$ cat config.mk
export PLATFORM = sky130hd
export DESIGN_NAME = lcd_triplex_seq
export DESIGN_NICKNAME = d
export VERILOG_FILES = /design/src/rtl/lcd_tri_pkg.sv /design/src/rtl/lcd_tri_tick.sv /design/src/rtl/lcd_tri_frame.sv /design/src/rtl/lcd_tri_encode.sv /design/src/rtl/lcd_triplex_seq.sv
export SDC_FILE = /design/constraint.sdc
export NUM_CORES = 1
export LEC_CHECK = 0
export BUFFER_PORTS_ARGS = -buffer_cell sky130_fd_sc_hd__buf_2
export CORE_MARGIN = 2
export CORE_UTILIZATION = 28
export DETAILED_ROUTE_END_ITERATION = 8
export GPL_TIMING_DRIVEN = 0
export HOLD_SLACK_MARGIN = 0.08
export PLACE_DENSITY = 0.57
export SETUP_SLACK_MARGIN = 0.5
export SLEW_MARGIN = 20
export SYNTH_ARGS = -nofsm -noshare
export SYNTH_HDL_FRONTEND = slang
export SYNTH_SLANG_ARGS = --single-unit
$ cat constraint.sdc
create_clock -name clk -period 3.2 [get_ports clk]
set_input_delay 0.96 -clock clk [delete_from_list [all_inputs] [get_ports clk]]
set_output_delay 0.96 -clock clk [all_outputs]
set_load 0.02 [all_outputs]
$ cat src/rtl/lcd_tri_pkg.sv
package lcd_tri_pkg;

  localparam int NUM_BP = 3;

  localparam logic [1:0] LVL_GND  = 2'b00;
  localparam logic [1:0] LVL_LOW  = 2'b01;
  localparam logic [1:0] LVL_HIGH = 2'b10;
  localparam logic [1:0] LVL_FULL = 2'b11;

  localparam logic [1:0] LVL_IDLE = LVL_LOW;

  localparam logic [1:0] ROLE_MASTER = 2'b00;
  localparam logic [1:0] ROLE_ALONE  = 2'b01;
  localparam logic [1:0] ROLE_UNUSED = 2'b10;
  localparam logic [1:0] ROLE_SLAVE  = 2'b11;

  // Second half of a phase mirrors every level around mid scale
  function automatic logic [1:0] polar(input logic [1:0] code, input logic neg);
    return neg ? ~code : code;
  endfunction

endpackage

$ cat src/rtl/lcd_tri_tick.sv
module lcd_tri_tick #(
  parameter int SYNC_STAGES = 2
) (
  input  logic clk,
  input  logic rst,
  input  logic int_osc,
  input  logic ext_osc,
  input  logic use_ext,
  output logic tick,
  output logic int_lvl
);

  localparam int NSRC = 2;

  logic [NSRC-1:0] raw;
  logic [NSRC-1:0] rise;
  logic [NSRC-1:0] lvl;

  assign raw = {ext_osc, int_osc};

  genvar g;
  generate
    for (g = 0; g < NSRC; g++) begin : g_src
      logic [SYNC_STAGES-1:0] sync_q;
      logic                   prev_q;

      always_ff @(posedge clk) begin
        if (rst) begin
          sync_q <= '0;
          prev_q <= 1'b0;
        end else begin
          sync_q <= {sync_q[SYNC_STAGES-2:0], raw[g]};
          prev_q <= sync_q[SYNC_STAGES-1];
        end
      end

      assign lvl[g]  = sync_q[SYNC_STAGES-1];
      assign rise[g] = sync_q[SYNC_STAGES-1] & ~prev_q;
    end
  endgenerate

  assign tick    = use_ext ? rise[1] : rise[0];
  assign int_lvl = lvl[0];

endmodule

$ cat src/rtl/lcd_tri_frame.sv
module lcd_tri_frame #(
  parameter int NUM_PHASE = 3,
  parameter int PHASE_LEN = 64
) (
  input  logic                         clk,
  input  logic                         rst,
  input  logic                         tick,
  input  logic                         hold,
  output logic [$clog2(PHASE_LEN)-1:0] sub,
  output logic [$clog2(NUM_PHASE)-1:0] phase,
  output logic                         half
);

  localparam int SW   = $clog2(PHASE_LEN);
  localparam int PHW  = $clog2(NUM_PHASE);
  localparam int HALF = PHASE_LEN / 2;

  localparam logic [SW-1:0]  SUB_LAST   = SW'(PHASE_LEN - 1);
  localparam logic [PHW-1:0] PHASE_LAST = PHW'(NUM_PHASE - 1);

  always_ff @(posedge clk) begin
    if (rst || hold) begin
      sub   <= '0;
      phase <= '0;
    end else if (tick) begin
      if (sub == SUB_LAST) begin
        sub   <= '0;
        phase <= (phase == PHASE_LAST) ? '0 : phase + PHW'(1);
      end else begin
        sub <= sub + SW'(1);
      end
    end
  end

  assign half = (sub >= SW'(HALF));

endmodule

$ cat src/rtl/lcd_tri_encode.sv
module lcd_tri_encode
  import lcd_tri_pkg::*;
#(
  parameter int NUM_SEG = 12,
  parameter int PHW     = 2
) (
  input  logic                        clk,
  input  logic                        rst,
  input  logic [PHW-1:0]              phase,
  input  logic                        half,
  input  logic [NUM_BP*NUM_SEG-1:0]   seg_bits,
  input  logic [NUM_BP-1:0]           bp_en,
  output logic [NUM_BP-1:0][1:0]      bp_code,
  output logic [NUM_SEG-1:0][1:0]     seg_code
);

  genvar b, s;
  generate
    for (b = 0; b < NUM_BP; b++) begin : g_bp
      logic [1:0] nxt;
      always_comb begin
        if (!bp_en[b])
          nxt = LVL_IDLE;
        else
          nxt = polar((phase == PHW'(b)) ? LVL_FULL : LVL_LOW, half);
      end
      always_ff @(posedge clk) begin
        if (rst) bp_code[b] <= LVL_IDLE;
        else     bp_code[b] <= nxt;
      end
    end

    for (s = 0; s < NUM_SEG; s++) begin : g_seg
      logic       lit;
      logic [1:0] nxt;
      always_comb begin
        lit = 1'b0;
        for (int p = 0; p < NUM_BP; p++)
          if (phase == PHW'(p)) lit = seg_bits[p*NUM_SEG + s];
        nxt = polar(lit ? LVL_GND : LVL_HIGH, half);
      end
      always_ff @(posedge clk) begin
        if (rst) seg_code[s] <= LVL_IDLE;
        else     seg_code[s] <= nxt;
      end
    end
  endgenerate

endmodule

$ cat src/rtl/lcd_triplex_seq.sv
module lcd_triplex_seq
  import lcd_tri_pkg::*;
#(
  parameter int NUM_SEG     = 12,
  parameter int PHASE_LEN   = 64,
  parameter int SYNC_STAGES = 2
) (
  input  logic                       clk,
  input  logic                       rst,
  input  logic                       int_osc,
  input  logic                       pa_osc_in,
  input  logic [1:0]                 mode,
  input  logic                       sync_stop,
  input  logic [NUM_BP*NUM_SEG-1:0]  seg_bits,
  output logic [1:0]                 pa_code,
  output logic [1:0]                 pb_code,
  output logic [1:0]                 pc_code,
  output logic [2*NUM_SEG-1:0]       seg_code,
  output logic                       pc_osc
);

  localparam int SW  = $clog2(PHASE_LEN);
  localparam int PHW = $clog2(NUM_BP);

  // Role decode: bit 1 makes pin A a clock input, bit 0 keeps pin C a backplane
  logic pa_is_clk_in;
  logic pc_is_bp;
  assign pa_is_clk_in = mode[1];
  assign pc_is_bp     = mode[0];

  logic           tick;
  logic           int_lvl;
  logic [SW-1:0]  sub;
  logic [PHW-1:0] phase;
  logic           half;

  lcd_tri_tick #(.SYNC_STAGES(SYNC_STAGES)) u_tick (
    .clk     (clk),
    .rst     (rst),
    .int_osc (int_osc),
    .ext_osc (pa_osc_in),
    .use_ext (pa_is_clk_in),
    .tick    (tick),
    .int_lvl (int_lvl)
  );

  lcd_tri_frame #(.NUM_PHASE(NUM_BP), .PHASE_LEN(PHASE_LEN)) u_frame (
    .clk   (clk),
    .rst   (rst),
    .tick  (tick),
    .hold  (sync_stop),
    .sub   (sub),
    .phase (phase),
    .half  (half)
  );

  logic [NUM_BP-1:0]       bp_en;
  logic [NUM_BP-1:0][1:0]  bp_code;
  logic [NUM_SEG-1:0][1:0] seg_arr;

  assign bp_en = {pc_is_bp, 1'b1, ~pa_is_clk_in};

  lcd_tri_encode #(.NUM_SEG(NUM_SEG), .PHW(PHW)) u_enc (
    .clk      (clk),
    .rst      (rst),
    .phase    (phase),
    .half     (half),
    .seg_bits (seg_bits),
    .bp_en    (bp_en),
    .bp_code  (bp_code),
    .seg_code (seg_arr)
  );

  assign pa_code  = bp_code[0];
  assign pb_code  = bp_code[1];
  assign pc_code  = bp_code[2];
  assign seg_code = seg_arr;

  always_ff @(posedge clk) begin
    if (rst) pc_osc <= 1'b0;
    else     pc_osc <= ~pc_is_bp & int_lvl;
  end

endmodule

### After elaboration in Yosys (flattened, before gate mapping)

Cells that the tools add are included.

* add/subtract/negate cells: 2
* multiply operators: 0
* divide/modulo/power cells: 0
* $lt $le $gt $ge: 1
* eq/ne operators: 3
* shift-type cells: 0
* mux-type cells: 69
* bitwise gates (word level): 21
* reduce and logical (&&, ||, !) cells: 5

Operators with widths (number)
* two-way mux 2 bit: 31
* two-way mux 1 bit: 37
* inverter 2 bit: 15
* adder 6 x 1 -> 6 bit, second input constant: 1
* equality test 6 bit, second input constant: 1
* greater-or-equal comparator 6 bit, second input constant: 1
* two-way mux 6 bit: 1
* OR reduction 2 bit: 2
* bitwise AND 1 bit: 3
* inverter 1 bit: 3
* adder 2 x 1 -> 2 bit, second input constant: 1
* equality test 2 x 1 -> 1 bit, second input constant: 1
* equality test 2 bit, second input constant: 1
* logical NOT 2 bit: 1
* AND reduction 2 bit: 1
* logical OR 1 bit: 1

* flip-flop bits (word level): 45
* bits in latches: 0
* bits in writable memories: 0
* bits in read-only memories: 0
* bits of input ports: 43
* output and inout port bits: 31
* word-level logic and storage cells: 123
* memories: 0

### Longest topological paths before layout

* word-level depth: 7
* depth in mapped cells: 5
* depth with buffers taken out: 4

### Cells and area by module

Synthesis repeated with hierarchy kept, for this count alone.

* cell total of the unflattened synthesis: 192
* area, all modules: 1799.2 µm²

Modules (own cells, without submodules)
* lcd_tri_encode: times used 1, cells an instance 131, area an instance 1212.4 µm², seq. area each 380.4 µm²
* lcd_tri_frame: times used 1, cells an instance 42, area an instance 366.6 µm², seq. area each 160.2 µm²
* lcd_tri_tick: times used 1, cells an instance 15, area an instance 180.2 µm², seq. area each 120.1 µm²
* lcd_triplex_seq: times used 1, cells an instance 4, area an instance 40.0 µm², seq. area each 20.0 µm²

### Worst setup path before layout

OpenSTA, ideal clock, no wires.

* path kind: input port to flip-flop
* start: input port mode[1]
* end: register u_frame.sub[3]
* setup time: 0.088 ns
* arrival: 2.003 ns
* required time: 3.112 ns
* path slack: 1.109 ns
* stages: 4
* buffers on the path: 1
* cells stage by stage: or3b_1 -> buf_6 -> a211o_1 -> a311oi_2

* cells in the longest elaborated chain, start to end: 1

RTL lines
* from (decl): RTL line lcd_triplex_seq.sv:12 `input logic [1:0] mode,`
* two-way mux 1 bit: RTL line lcd_tri_tick.sv:42 `assign tick = use_ext ? rise[1] : rise[0];`
* to (signal assigned): RTL line lcd_tri_frame.sv:30 `sub <= sub + SW'(1);`
* to (decl): RTL line lcd_tri_frame.sv:9 `output logic [$clog2(PHASE_LEN)-1:0] sub,`

Every way passes these cells.
A chain may end at the register's enable or synchronous reset.

==> results by group <==
Run status
  • Status: complete, no violations

Global route
  • Grt total ovfl: 0
  • Met1 usage: 0.1529
  • Vias in the first global route: between 1000 and 1500
  • GRT met3 Usage: 0.04091
  • Met2 Use GR: 0.1803
  • Global-route wire length before repair: 5768 um
  • Global Route Usage Sum: 0.1209
  • Largest net degree at the start of global routing: 13
  • Global route hottest layer: met2
  • Initial antenna violation count: 0

STA
  • F_max: ~480 MHz
  • # setup viols final: 0
  • Fin Hold WS: 0.4447 ns
  • Final Hold Vio Count: 0
  • Worst Tran Pin Value: 0.6221 ns
  • Clk_skew: roughly 0.0034 ns
  • Setup TNS: 0 ns
  • Slew margin rel.: 0.5837
  • RSZ-0062 raised after global routing: false
  • Fin. max-slew vios: 0
  • Final period util: 0.6514
  • Fin crit period: 2.084 ns

Yosys
  • Number of synthesized register bits: 34
  • Yosys synthesis warning count: 0
  • Count of cell types in the netlist: 33
  • Mapped Area: 1573 sq um
  • Ys flop type: dfxtp_1
  • Mapped Nets: 199
  • Asr flop ratio synth: 0
  • Syn Area/Cell: approximately 10 sq um
  • Sequential share of the synthesized area: 0.4328
  • Mapped Cells: 154
  • EDFF count, synth: 0

Worst setup path
  • Crit-path max FO: 12
  • Crit-path cells: buf_4 -> buf_2
  • Critical Path Source: u_enc.seg_code[4]$_SDFF_PP1_
  • Critical path's largest stage delay: 0.52 ns
  • Slowest-stage cell, CP: dfxtp_1
  • CP Class: reg -> out
  • RR Startpoint: u_frame.sub[5]$_SDFFE_PP0P_
  • Critical Path Start Type: flip-flop
  • Crit path required time: 2.24 ns
  • CP endpoint kind: output port
  • CP arrival: 1.12 ns

Die
  • Die area: 6232 sq um
  • Io pins: 74
  • Die Height: roughly 79 um
  • Num rows: 27
  • Initial Util: 0.2874
  • Core Area: ~5500 sq um
  • DIE WIDTH: slightly below 80 um

Layout
  • Fillcell total: about 600
  • Sequential cell area: 680.7 sq um
  • Final #Nets: 278
  • Layout area overhead: 34.69%
  • Most frequent cells in the layout: buf_2, dfxtp_1, mux2i_1
  • ANT cells: 0
  • Most common cell after layout, fill and taps aside: buf_2
  • Multi-input gate area: 753.2 sq um
  • Layout cells sized above 1: 0.4188
  • Design area: 2118 sq um
  • Final core utilization: 0.3871

Placed design
  • DP HPWL: 2691 um
  • Port Buffers: 72
  • Dpl cell area: between 2000 and 2500 sq um
  • GP Congestion: 0.7289

Clocking
  • CTS buffer count: 5
  • Clock root buffer: clkbuf_8
  • CTS Buffer Depth: 2
  • Post CTS Setup Buffer Count: 0
  • Post-cts hold buffer count: 0
  • Worst-skew pair later-pin latency: 0.28 ns
  • Clk sink count: 34
  • CTS tree: yes
  • Cts repair resizes: 0
  • H-Tree Depth: 2
  • Clock slew at reported path FFs: 0.07 ns

Power
  • PD cells: 414.3 nW/um^2
  • Leakage power: 0.0009070 uW
  • Maximum vdd drop: 212.8 uV
  • Overall Power: 877.6 uW

Drt
  • Final ANT Viol Nets: 0
  • First drt pass iteration count: 4
  • Routed len/inst: 11.75 um
  • Mean number of vias per cell: 4.422
  • DRC: 0
  • Initial DRC Count: 54
  • Via count: 1353
  • Detailed Route WL: 3597 um

Min path
  • Min-delay src: u_tick.g_src[1].sync_q[0]$_SDFF_PP0_
  • Worst hold path class: reg -> reg

Flow run
  • Number of max-cap violations: 0
==> cell families after synthesis <==
logic type / after synthesis / synth area share
buffers and inverters: 23 / 0.08830
adders and majority gates: 2 / 0.01591
DFF: 34 / 0.4328
muxes: 28 / 0.1782
xor gates and xnor gates: 3 / 0.01671
and+or+nand+nor: 39 / 0.1345
AOI/OAI and AO/OA: 25 / 0.1337
==> report_power, final <==
part	switching, uW	total, uW	internal [uW]
combinational	56.3	110	53.6
clock	154	327	173
sequential	4.87	441	436
total	215	878	662
==> critical path, delay by kind of cell (launching register included) <==
| kind | cells | cell delay (ns) |
|---|---|---|
| buf+inv | 2 | 0.32 |
| flops | 1 | 0.52 |
==> final cells by class <==
class / count / share of cell area
clock buffer: 6 / 0.03898
timing repair buffer: 72 / 0.1701
buffer: 21 / 0.06202
sequential: 34 / 0.3213
multi-input combinational: 97 / 0.3556
tap: 72 / 0.04253
clock inverter: 2 / 0.005907
inverter: 2 / 0.003544
==> synth_stat cells (2+ instances only) <==
master	n	area share
xnor2_1	3	0.017
nor2_1	3	0.0072
or3_1	2	0.0080
nand3b_1	2	0.0095
o2bb2ai_1	14	0.078
a21oi_1	3	0.0095
nand4_1	2	0.0080
buf_4	11	0.053
nand2_1	10	0.024
nor2b_1	9	0.036
clkbuf_1	6	0.014
inv_1	2	0.0048
dfxtp_1	34	0.43
buf_2	3	0.0095
ha_1	2	0.016
mux2i_1	28	0.18
nand3_1	4	0.013
==> routing by layer <==
metal	up-vias	part of all wire
met4	0	0.022
met1	610	0.45
met2	45	0.46
met5	-	0
li1	691	-
met3	7	0.070
==> worst paths after layout <==
path	endpoint	slack (ns)	depth (start not counted)
worst max-delay path	seg_code[18]	1.12	2
worst min register to register	u_tick.g_src[1].sync_q[1]$_SDFF_PP0_	0.44	1
worst max register to register	u_enc.seg_code[23]$_SDFF_PP0_	1.69	4
worst min-delay path	u_tick.g_src[1].sync_q[1]$_SDFF_PP0_	0.44	1
==> sequential cells by signal, indices dropped and copies added (netlist names) <==
name / flops
pc_osc: 1
u_frame.sub: 6
u_enc.bp_code: 6
u_frame.phase: 2
u_enc.seg_code: 13
u_tick.g_src.sync_q: 4
u_tick.g_src.prev_q: 2
==> per-stage QoR <==
stage	setup WS, ns	cells
2_1_floorplan	1.109	154
3_3_place_gp	0.9286	298
3_5_place_dp	0.9323	298
4_1_cts	1.092	306
5_1_grt	1.027	306
6_report	1.116	306
No activity file was read; power rests on OpenSTA's default activity.
